File: src/rtl/lsched_pkg.sv
package lsched_pkg;

  localparam int unsigned DEF_LAYERS   = 12;
  localparam int unsigned DEF_SLOTS    = 8;
  localparam int unsigned DEF_SUPER    = 6;
  localparam int unsigned DEF_COL_W    = 5;
  localparam int unsigned DEF_Z_MAX    = 81;
  localparam int unsigned DEF_ITER_W   = 4;

  function automatic int unsigned safe_clog2(input int unsigned n);
    int unsigned w;
    w = $clog2(n);
    return (w < 1) ? 1 : w;
  endfunction

endpackage

File: src/rtl/lsched_counters.sv
module lsched_counters
  import lsched_pkg::*;
#(
  parameter int unsigned SLOTS   = DEF_SLOTS,
  parameter int unsigned SUPER   = DEF_SUPER,
  parameter int unsigned NSUPER  = DEF_LAYERS / DEF_SUPER,
  parameter int unsigned ITER_W  = DEF_ITER_W,
  localparam int unsigned SLOT_W  = safe_clog2(SLOTS),
  localparam int unsigned PHASE_W = safe_clog2(SUPER + 1),
  localparam int unsigned SUP_W   = safe_clog2(NSUPER)
) (
  input  logic               clk,
  input  logic               rst_n,
  input  logic               start,
  input  logic [ITER_W-1:0]  max_iter,
  output logic               busy,
  output logic               done,
  output logic [SLOT_W-1:0]  slot,
  output logic [PHASE_W-1:0] phase,
  output logic [SUP_W-1:0]   sup,
  output logic [ITER_W-1:0]  iter
);

  localparam logic [SLOT_W-1:0]  SLOT_LAST  = SLOT_W'(SLOTS - 1);
  localparam logic [PHASE_W-1:0] PHASE_LAST = PHASE_W'(SUPER);
  localparam logic [SUP_W-1:0]   SUP_LAST   = SUP_W'(NSUPER - 1);

  logic               busy_q, busy_d;
  logic               done_q, done_d;
  logic [SLOT_W-1:0]  slot_q, slot_d;
  logic [PHASE_W-1:0] phase_q, phase_d;
  logic [SUP_W-1:0]   sup_q, sup_d;
  logic [ITER_W-1:0]  iter_q, iter_d;
  logic [ITER_W-1:0]  lim_q, lim_d;

  logic end_slot, end_phase, end_sup, end_iter;

  assign end_slot  = (slot_q == SLOT_LAST);
  assign end_phase = (phase_q == PHASE_LAST);
  assign end_sup   = (sup_q == SUP_LAST);
  assign end_iter  = (iter_q == (lim_q - ITER_W'(1)));

  always_comb begin
    busy_d  = busy_q;
    done_d  = 1'b0;
    slot_d  = slot_q;
    phase_d = phase_q;
    sup_d   = sup_q;
    iter_d  = iter_q;
    lim_d   = lim_q;
    if (start) begin
      busy_d  = 1'b1;
      slot_d  = '0;
      phase_d = '0;
      sup_d   = '0;
      iter_d  = '0;
      lim_d   = (max_iter == '0) ? ITER_W'(1) : max_iter;
    end else if (busy_q) begin
      if (!end_slot) begin
        slot_d = slot_q + SLOT_W'(1);
      end else begin
        slot_d = '0;
        if (!end_phase) begin
          phase_d = phase_q + PHASE_W'(1);
        end else begin
          phase_d = '0;
          if (!end_sup) begin
            sup_d = sup_q + SUP_W'(1);
          end else begin
            sup_d = '0;
            if (!end_iter) begin
              iter_d = iter_q + ITER_W'(1);
            end else begin
              iter_d = '0;
              busy_d = 1'b0;
              done_d = 1'b1;
            end
          end
        end
      end
    end
  end

  always_ff @(posedge clk or negedge rst_n) begin
    if (!rst_n) begin
      busy_q  <= 1'b0;
      done_q  <= 1'b0;
      slot_q  <= '0;
      phase_q <= '0;
      sup_q   <= '0;
      iter_q  <= '0;
      lim_q   <= ITER_W'(1);
    end else begin
      busy_q  <= busy_d;
      done_q  <= done_d;
      slot_q  <= slot_d;
      phase_q <= phase_d;
      sup_q   <= sup_d;
      iter_q  <= iter_d;
      lim_q   <= lim_d;
    end
  end

  assign busy  = busy_q;
  assign done  = done_q;
  assign slot  = slot_q;
  assign phase = phase_q;
  assign sup   = sup_q;
  assign iter  = iter_q;

  AST_ITER_BOUND: assert property (@(posedge clk) disable iff (!rst_n)
    busy_q |-> (iter_q < lim_q));

  AST_DONE_PULSE: assert property (@(posedge clk) disable iff (!rst_n)
    done_q |=> !done_q);

  AST_DONE_IDLE: assert property (@(posedge clk) disable iff (!rst_n)
    done_q |-> !busy_q);

  AST_SLOT_WRAP: assert property (@(posedge clk) disable iff (!rst_n)
    (busy_q && !start && end_slot && !(end_phase && end_sup && end_iter))
      |=> (slot_q == '0) && busy_q);

endmodule

File: src/rtl/lsched_delay.sv
module lsched_delay #(
  parameter int unsigned DW    = 8,
  parameter int unsigned DEPTH = 8
) (
  input  logic          clk,
  input  logic          rst_n,
  input  logic          flush,
  input  logic          in_valid,
  input  logic [DW-1:0] in_data,
  output logic          out_valid,
  output logic [DW-1:0] out_data
);

  logic [DEPTH-1:0] vld_q;
  logic [DW-1:0]    dat_q [DEPTH];

  generate
    for (genvar i = 0; i < DEPTH; i++) begin : g_stage
      logic          v_in;
      logic [DW-1:0] d_in;
      if (i == 0) begin : g_head
        assign v_in = in_valid;
        assign d_in = in_data;
      end else begin : g_body
        assign v_in = vld_q[i-1];
        assign d_in = dat_q[i-1];
      end

      always_ff @(posedge clk or negedge rst_n) begin
        if (!rst_n) begin
          vld_q[i] <= 1'b0;
          dat_q[i] <= '0;
        end else begin
          vld_q[i] <= flush ? 1'b0 : v_in;
          dat_q[i] <= flush ? '0 : d_in;
        end
      end
    end
  endgenerate

  assign out_valid = vld_q[DEPTH-1];
  assign out_data  = dat_q[DEPTH-1];

endmodule

File: src/rtl/ldpc_layer_sched.sv
module ldpc_layer_sched
  import lsched_pkg::*;
#(
  parameter int unsigned LAYERS  = DEF_LAYERS,
  parameter int unsigned SLOTS   = DEF_SLOTS,
  parameter int unsigned SUPER   = DEF_SUPER,
  parameter int unsigned COL_W   = DEF_COL_W,
  parameter int unsigned Z_MAX   = DEF_Z_MAX,
  parameter int unsigned ITER_W  = DEF_ITER_W,
  localparam int unsigned NSUPER  = LAYERS / SUPER,
  localparam int unsigned LAYER_W = safe_clog2(LAYERS),
  localparam int unsigned SLOT_W  = safe_clog2(SLOTS),
  localparam int unsigned SHIFT_W = safe_clog2(Z_MAX),
  localparam int unsigned PHASE_W = safe_clog2(SUPER + 1),
  localparam int unsigned SUP_W   = safe_clog2(NSUPER),
  localparam int unsigned FLD_W   = LAYER_W + SLOT_W + COL_W + SHIFT_W
) (
  input  logic               clk,
  input  logic               rst_n,
  input  logic               start,
  input  logic [ITER_W-1:0]  max_iter,
  output logic [LAYER_W-1:0] tbl_layer,
  output logic [SLOT_W-1:0]  tbl_slot,
  input  logic [COL_W-1:0]   tbl_col,
  input  logic [SHIFT_W-1:0] tbl_shift,
  output logic               busy,
  output logic               done,
  output logic [ITER_W-1:0]  iter_idx,
  output logic               g_valid,
  output logic [LAYER_W-1:0] g_layer,
  output logic [SLOT_W-1:0]  g_slot,
  output logic [COL_W-1:0]   g_col,
  output logic [SHIFT_W-1:0] g_shift,
  output logic               g_pad,
  output logic               l_valid,
  output logic [LAYER_W-1:0] l_layer,
  output logic [SLOT_W-1:0]  l_slot,
  output logic [COL_W-1:0]   l_col,
  output logic [SHIFT_W-1:0] l_shift,
  output logic               l_wr_en
);

  localparam logic [COL_W-1:0] PAD_CODE = '1;

  logic               cnt_busy;
  logic [SLOT_W-1:0]  cnt_slot;
  logic [PHASE_W-1:0] cnt_phase;
  logic [SUP_W-1:0]   cnt_sup;

  lsched_counters #(
    .SLOTS  (SLOTS),
    .SUPER  (SUPER),
    .NSUPER (NSUPER),
    .ITER_W (ITER_W)
  ) u_cnt (
    .clk      (clk),
    .rst_n    (rst_n),
    .start    (start),
    .max_iter (max_iter),
    .busy     (cnt_busy),
    .done     (done),
    .slot     (cnt_slot),
    .phase    (cnt_phase),
    .sup      (cnt_sup),
    .iter     (iter_idx)
  );

  // global stage: active in the first SUPER layer-times of each superlayer
  logic               glob_act;
  logic [LAYER_W-1:0] glob_layer;

  assign glob_act   = cnt_busy && (cnt_phase < PHASE_W'(SUPER));
  assign glob_layer = LAYER_W'(cnt_sup) * LAYER_W'(SUPER) + LAYER_W'(cnt_phase);

  assign busy      = cnt_busy;
  assign tbl_layer = glob_layer;
  assign tbl_slot  = cnt_slot;

  assign g_valid = glob_act;
  assign g_layer = glob_layer;
  assign g_slot  = cnt_slot;
  assign g_col   = tbl_col;
  assign g_shift = tbl_shift;
  assign g_pad   = glob_act && (tbl_col == PAD_CODE);

  // local stage: same fields one layer-time later
  logic [FLD_W-1:0] fld_in, fld_out;
  logic             dly_valid;

  assign fld_in = {glob_layer, cnt_slot, tbl_col, tbl_shift};

  lsched_delay #(
    .DW    (FLD_W),
    .DEPTH (SLOTS)
  ) u_dly (
    .clk       (clk),
    .rst_n     (rst_n),
    .flush     (start),
    .in_valid  (glob_act),
    .in_data   (fld_in),
    .out_valid (dly_valid),
    .out_data  (fld_out)
  );

  assign l_valid = dly_valid;
  assign {l_layer, l_slot, l_col, l_shift} = fld_out;
  assign l_wr_en = dly_valid && (fld_out[SHIFT_W +: COL_W] != PAD_CODE);

  AST_LOCAL_TRAILS: assert property (@(posedge clk) disable iff (!rst_n)
    (g_valid && l_valid) |-> ({1'b0, l_layer} + 1'b1 == {1'b0, g_layer}));

  AST_NO_CROSS_SUPER: assert property (@(posedge clk) disable iff (!rst_n)
    (g_valid && ((g_layer % LAYER_W'(SUPER)) == '0)) |-> !l_valid);

  AST_SLOT_ALIGN: assert property (@(posedge clk) disable iff (!rst_n)
    (g_valid && l_valid) |-> (g_slot == l_slot));

  AST_PAD_GATE: assert property (@(posedge clk) disable iff (!rst_n)
    (l_valid && (l_col == PAD_CODE)) |-> !l_wr_en);

  AST_IDLE_QUIET: assert property (@(posedge clk) disable iff (!rst_n)
    (!busy) |-> (!g_valid && !l_wr_en));

endmodule

File: config.mk
export PLATFORM = sky130hd
export DESIGN_NAME = ldpc_layer_sched
export DESIGN_NICKNAME = d
export VERILOG_FILES = /design/src/rtl/lsched_pkg.sv /design/src/rtl/lsched_counters.sv /design/src/rtl/lsched_delay.sv /design/src/rtl/ldpc_layer_sched.sv
export SDC_FILE = /design/constraint.sdc
export NUM_CORES = 1
export LEC_CHECK = 0
export ABC_CLOCK_PERIOD_IN_PS = 4100
export BUFFER_PORTS_ARGS = -buffer_cell sky130_fd_sc_hd__buf_2
export CELL_PAD_IN_SITES_DETAIL_PLACEMENT = 1
export CELL_PAD_IN_SITES_GLOBAL_PLACEMENT = 1
export CORE_UTILIZATION = 40
export CTS_CLUSTER_DIAMETER = 100
export CTS_CLUSTER_SIZE = 24
export DETAILED_ROUTE_END_ITERATION = 7
export GPL_ROUTABILITY_DRIVEN = 0
export GPL_TIMING_DRIVEN = 1
export PLACE_DENSITY = 0.79
export SETUP_SLACK_MARGIN = 0.4
export SLEW_MARGIN = 20
export SYNTH_ARGS = -nofsm -noshare
export SYNTH_HDL_FRONTEND = slang
export SYNTH_SLANG_ARGS = --single-unit
File: constraint.sdc
create_clock -name clk -period 4.1 [get_ports clk]
set_input_delay 0.41 -clock clk [delete_from_list [all_inputs] [get_ports clk]]
set_output_delay 0.41 -clock clk [all_outputs]
set_load 0.01 [all_outputs]
# After elaboration in Yosys (flattened, before gate mapping)
# Cells that the tools add are included.
# classes
add_sub_neg	6
multipliers	1
order_cmp	1
n_eq_ne	5
n_mux	47
n_reduce_logical	11
# ops
operator	n
2-to-1 mux 19 bit	8
2-to-1 mux 4 bit	7
2-to-1 mux 1 bit	25
2-to-1 mux 3 bit	7
nonzero test 2 bit	4
adder 3 x 1 -> 3 bit (second input constant)	2
equality test 3 bit (second input constant)	2
equality test 5 bit (second input constant)	1
!= test 5 bit (second input constant)	1
adder 4 x 1 -> 4 bit (second input constant)	1
adder 4 x 3 -> 4 bit	1
equality test 4 bit	1
logical NOT 4 bit	1
AND reduction 4 bit	1
subtractor 4 x 1 -> 4 bit (second input constant)	1
logical AND 1 bit	3
less-than comparator 3 bit (second input constant)	1
multiplier 1 x 2 -> 3 bit (second input constant)	1
AND reduction 3 bit	1
AND reduction 2 bit	1
adder 1 bit (second input constant)	1
# word_totals
register_bits	177
inputBits	19
word_cells	94

# Logic depth before layout (Yosys ltp)
# depth
word_depth	8
mapped_depth	6
depth_no_buf	6

# Cells and area by module
# A second synthesis with hierarchy kept.
# unflattened
hier_cells	457
area_unflattened_um2	6269.8
# modules_own_cells
mod	n_inst	cells_each	area_each_um2
lsched_delay	1	337	5107.4
lsched_counters	1	88	925.9
ldpc_layer_sched	1	32	236.5

# Least setup slack after synthesis
# No wires, ideal clock.
# synth_timing
kind	register to output
startpoint	register u_cnt.phase_q[1] (netlist: u_cnt.phase[1])
endpoint	output port tbl_layer[2]
arrival_ps	1348
t_required_ps	3690
slack_ps	2342
path_stages_with_launch	4
n_path_buf	1
cell_sequence	dfrtp_1 -> ha_1 -> fa_1 -> buf_4
# synth_between
elab_chain_cells	1
# synth_lines
element	line_no	rtl
start: declaration	lsched_counters.sv:31	logic [PHASE_W-1:0] phase_q, phase_d;
start signal: assignment	lsched_counters.sv:97	phase_q <= phase_d;
adder 4 x 3 -> 4 bit	ldpc_layer_sched.sv:73	assign glob_layer = LAYER_W'(cnt_sup) * LAYER_W'(SUPER) + LAYER_W'(cnt_phase);
end: declaration	ldpc_layer_sched.sv:22	output logic [LAYER_W-1:0] tbl_layer,
# No other way between the ends.

# Worst setup path in the final report
# layout_timing
startpoint	register u_cnt.phase_q[1] (netlist: u_cnt.phase[1])
endpoint	output port g_layer[2]
# layout_between
elab_chain_cells	1
# layout_lines
element	line_no	rtl
adder 4 x 3 -> 4 bit	ldpc_layer_sched.sv:73	
end: declaration	ldpc_layer_sched.sv:30	output logic [LAYER_W-1:0] g_layer,
# No other way between the ends.

==> qor.log <==
[synth] Synth area leaders sky130_fd_sc_hd__dfrtp_1, sky130_fd_sc_hd__nor2b_1, sky130_fd_sc_hd__buf_4
[route] wire length on met1 3910 um
[route] drt wl/cell 13.8 um
[sta] worst clock skew 0.00437 ns
[layout] count of fill cells added during filler insertion 1569
[sta] total setup violations reported at the end of the flow 0
[route] via/cell ratio 4.57
[place] Buffers on Ports 73
[synth] syn_nets 481
[synth] Syn Area/Cell 13.6 um2
[power_and_ir_drop] peak ir drop on the vdd network 0.286 mV
[power_and_ir_drop] sequential fraction of design power 0.532
[sta] RSZ-0062 raised after global routing no
[global_route] number of antenna violations at the first check in global routing 0
[power_and_ir_drop] cell-internal power 0.00266 W
[synth] async set or reset register ratio after synthesis 1.00
[critical_path] critical path depth in cells 3
[cts] largest buffer count on any clock path 2
[route] via total after detailed routing 3231
[critical_path] delay of the slowest cell on the worst path 0.55 ns
[critical_path] crit path launch type flip-flop
[route] DR WL met3 425 um
[cts] CTS H-tree lvls 4
[synth] top cell type's share of synthesized area 0.709
[cts] Root Driver sky130_fd_sc_hd__clkbuf_16
[route] highest routed layer met4
[cts] total clock buffers created by CTS 17
[critical_path] Buf+Inv Stages, Crit Path 1
[die] Die Height 127 um
[critical_path] dominant delay contributor by cell family on the critical path adder cells
[synth] Post-synth EDFFs 0
[die] die area 16000 um2
[synth] share of synthesized area occupied by flip-flops and latches 0.713
[die] total I/O pin count 74
[die] width of the die 127 um
[synth] Synth Register Bits 177
[route] Routed Wire Length 9750 um
[power_and_ir_drop] portion of total power attributed to combinational logic 0.041
[critical_path] flop2flop setup slack 2.01 ns
[die] Core Box Area 15200 um2
[power_and_ir_drop] net switching fraction of the power 0.209
[sta] count of endpoints failing hold in the final timing report 0
[critical_path] critical path peak fanout 6
[power_and_ir_drop] static leakage 3.66 nW
[route] first-pass iteration count of the detailed router 4
[layout] antenna diode count 0
[critical_path] crit end category output pin
[cts] TritonCTS Sinks 177
[synth] YS warnings 0
[route] WL met2 5240 um
[cts] worst-skew pair later-pin latency 0.41 ns
[layout] fin nets 534
[place] placed instance count 678
[critical_path] worst-path cell chain ha_1, fa_1, buf_2
[power_and_ir_drop] PwrDens 471 nW/um2
[critical_path] Crit Path Class flip-flop to output pin
[critical_path] path depth of the worst reg2reg path 6
[synth] number of unique standard cell types used by synthesis 39
[sta] setup_tns 0 ns
[layout] non-filler instance count after layout 707
[global_route] first-pass GRT wire length 16400 um
[sta] total count of max-transition violations in the final report 0
[status] result of the run finished, final reports clean
[sta] final worst setup slack 1.86 ns
[synth] cell type with the largest total area after synthesis sky130_fd_sc_hd__dfrtp_1
[layout] proportion of layout cells with a drive suffix above 1 0.216
[sta] final worst path period share 0.547
[sta] post-route minimum period 2.24 ns
[place] post-placement setup slack 2.06 ns
[critical_path] CP Data Arrival Time 1.83 ns
[synth] synthesized instance count 456
[power_and_ir_drop] P_sw 0.000705 W
[power_and_ir_drop] Clk network pwr share 0.427
[synth] synthesized area 6210 um2
[route] total DRC errors in the routed layout 0
[cts] buffers inserted by post-CTS timing repair 0
[global_route] number of global-route vias before repair 3532
[die] number of core rows 45
[cts] CTS tree built
[die] starting density of the core 0.409
[global_route] GRT overflow 0
[layout] synthesis-to-finish area growth 14.9%
[hold_path] Min-Delay Path Class input port to asynchronous set/reset pin
[route] Post-DRT Antenna Nets 0
[cts] number of hold buffers added after cts 0
[critical_path] CP Data Required Time 3.69 ns
[synth] flip-flop cell with the highest count after synthesis sky130_fd_sc_hd__dfrtp_1
[sta] Max-Slew Margin vs Limit 0.301
[critical_path] CP max stage cell sky130_fd_sc_hd__fa_1
[sta] peak clock frequency supported by timing 0.446 GHz
[sta] slew at the pin closest to its max-slew limit 1.05 ns
[cts] count of instances resized after the clock tree is built 0
[global_route] all-layer global routing usage 0.135
[route] number of design-rule violations left by the first detailed-router iteration 130
[cts] clock slew seen by the registers of the worst setup and hold paths 0.06 ns
[global_route] largest net degree at the start of global routing 182
[job] # Max-Cap Violations 0
[place] estimated wirelength of the detail-placed design 5870 um
[cell type report]
cell class / count / area (um2) / share of cell area
Clock buffer: 23 / 498 / 0.0697
Clock inverter: 6 / 32.5 / 0.00456
Inverter: 4 / 15.0 / 0.00210
Multi-Input combinational cell: 234 / 1530 / 0.214
Sequential cell: 177 / 4430 / 0.620
Tap cell: 188 / 235 / 0.0329
Timing Repair Buffer: 75 / 398 / 0.0557
[per-layer routing]
layer  GRT usage  vias up
li1            -     1506
met1       0.143     1629
met2       0.243       81
met3      0.0426       15
met4      0.0673        0
met5           0        -
[power by group through the flow]
stage	sequential (W)	combinational (W)	clock (W)
2_1_floorplan	0.00182	0.0000819	0
5_1_grt	0.00179	0.000157	0.00155
4_1_cts	0.00179	0.000142	0.00149
3_3_place_gp	0.00182	0.000131	0
3_5_place_dp	0.00182	0.000141	0
6_report	0.00179	0.000137	0.00144
[state kept, by name (all words and copies together), names as in the netlist]
register and cells:
u_cnt.sup 1, u_cnt.slot 3, u_cnt.lim_q 4, u_cnt.busy 1
u_dly.g_stage.v_in 7, u_cnt.done 1, u_cnt.phase 3, u_dly.out_valid 1
u_cnt.iter 4, u_dly.out_data 19, u_dly.g_stage.d_in 133
[cell families (layout without fill, tap and decap cells)]
group	Yosys count	count (layout)	share of synthesized area
flip-flops	177	177	0.713
AND/OR/NAND/NOR	202	202	0.200
multiplexers	5	5	0.00846
XOR/XNOR	6	6	0.0107
adder cells (fa/ha/maj)	6	6	0.0133
AO/OA/AOI/OAI	15	15	0.0141
buffers and inverters	45	108	0.0403
[cell usage after synthesis, types with 3 or more instances]
| master | number |
|---|---|
| sky130_fd_sc_hd__a21oi_1 | 5 |
| sky130_fd_sc_hd__buf_4 | 21 |
| sky130_fd_sc_hd__clkbuf_1 | 16 |
| sky130_fd_sc_hd__dfrtp_1 | 176 |
| sky130_fd_sc_hd__ha_1 | 5 |
| sky130_fd_sc_hd__inv_1 | 4 |
| sky130_fd_sc_hd__mux2i_1 | 3 |
| sky130_fd_sc_hd__nand2_1 | 9 |
| sky130_fd_sc_hd__nor2_1 | 11 |
| sky130_fd_sc_hd__nor2b_1 | 158 |
| sky130_fd_sc_hd__nor3_1 | 6 |
| sky130_fd_sc_hd__o21ai_0 | 3 |
| sky130_fd_sc_hd__xnor2_1 | 3 |
[path summary, 6_finish.rpt]
kind,startpoint,end
max,u_cnt.phase[1],g_layer[2]
min,rst_n,u_dly.out_data[0]
max reg2reg,u_cnt.slot[1],u_cnt.iter[3]
min reg2reg,u_dly.g_stage[2].d_in[5],u_dly.g_stage[3].d_in[5]
max in group asynchronous,rst_n,u_dly.g_stage[3].d_in[6]
min in group clk,tbl_shift[2],u_dly.g_stage[1].d_in[2]
[through the flow]
step | area (um2) | total power, W | hold WS, ns | utilization
floorplan | 6210 | 0.00190 | 0.114 | -
global placement | 6610 | 0.00195 | 0.442 | 0.434
detailed placement | 6610 | 0.00196 | 0.450 | 0.434
CTS | 7140 | 0.00342 | 0.196 | 0.469
global route | 7140 | 0.00350 | 0.206 | 0.470
finish | 7140 | 0.00337 | 0.139 | 0.470
[cell usage in the layout, fill, tap and decap left out, types with 3 or more instances in the layout]
master                      Yosys  final
sky130_fd_sc_hd__a21oi_1        5      5
sky130_fd_sc_hd__buf_2          2     71
sky130_fd_sc_hd__clkbuf_16      0     17
sky130_fd_sc_hd__clkbuf_8       0      7
sky130_fd_sc_hd__clkinv_2       0      5
sky130_fd_sc_hd__dfrtp_1      176    176
sky130_fd_sc_hd__ha_1           5      5
sky130_fd_sc_hd__inv_1          4      4
sky130_fd_sc_hd__mux2i_1        3      3
sky130_fd_sc_hd__nand2_1        9      9
sky130_fd_sc_hd__nor2_1        11     11
sky130_fd_sc_hd__nor2b_1      158    158
sky130_fd_sc_hd__nor3_1         6      6
sky130_fd_sc_hd__o21ai_0        3      3
sky130_fd_sc_hd__xnor2_1        3      3
Power figures use the tool's default switching activity.
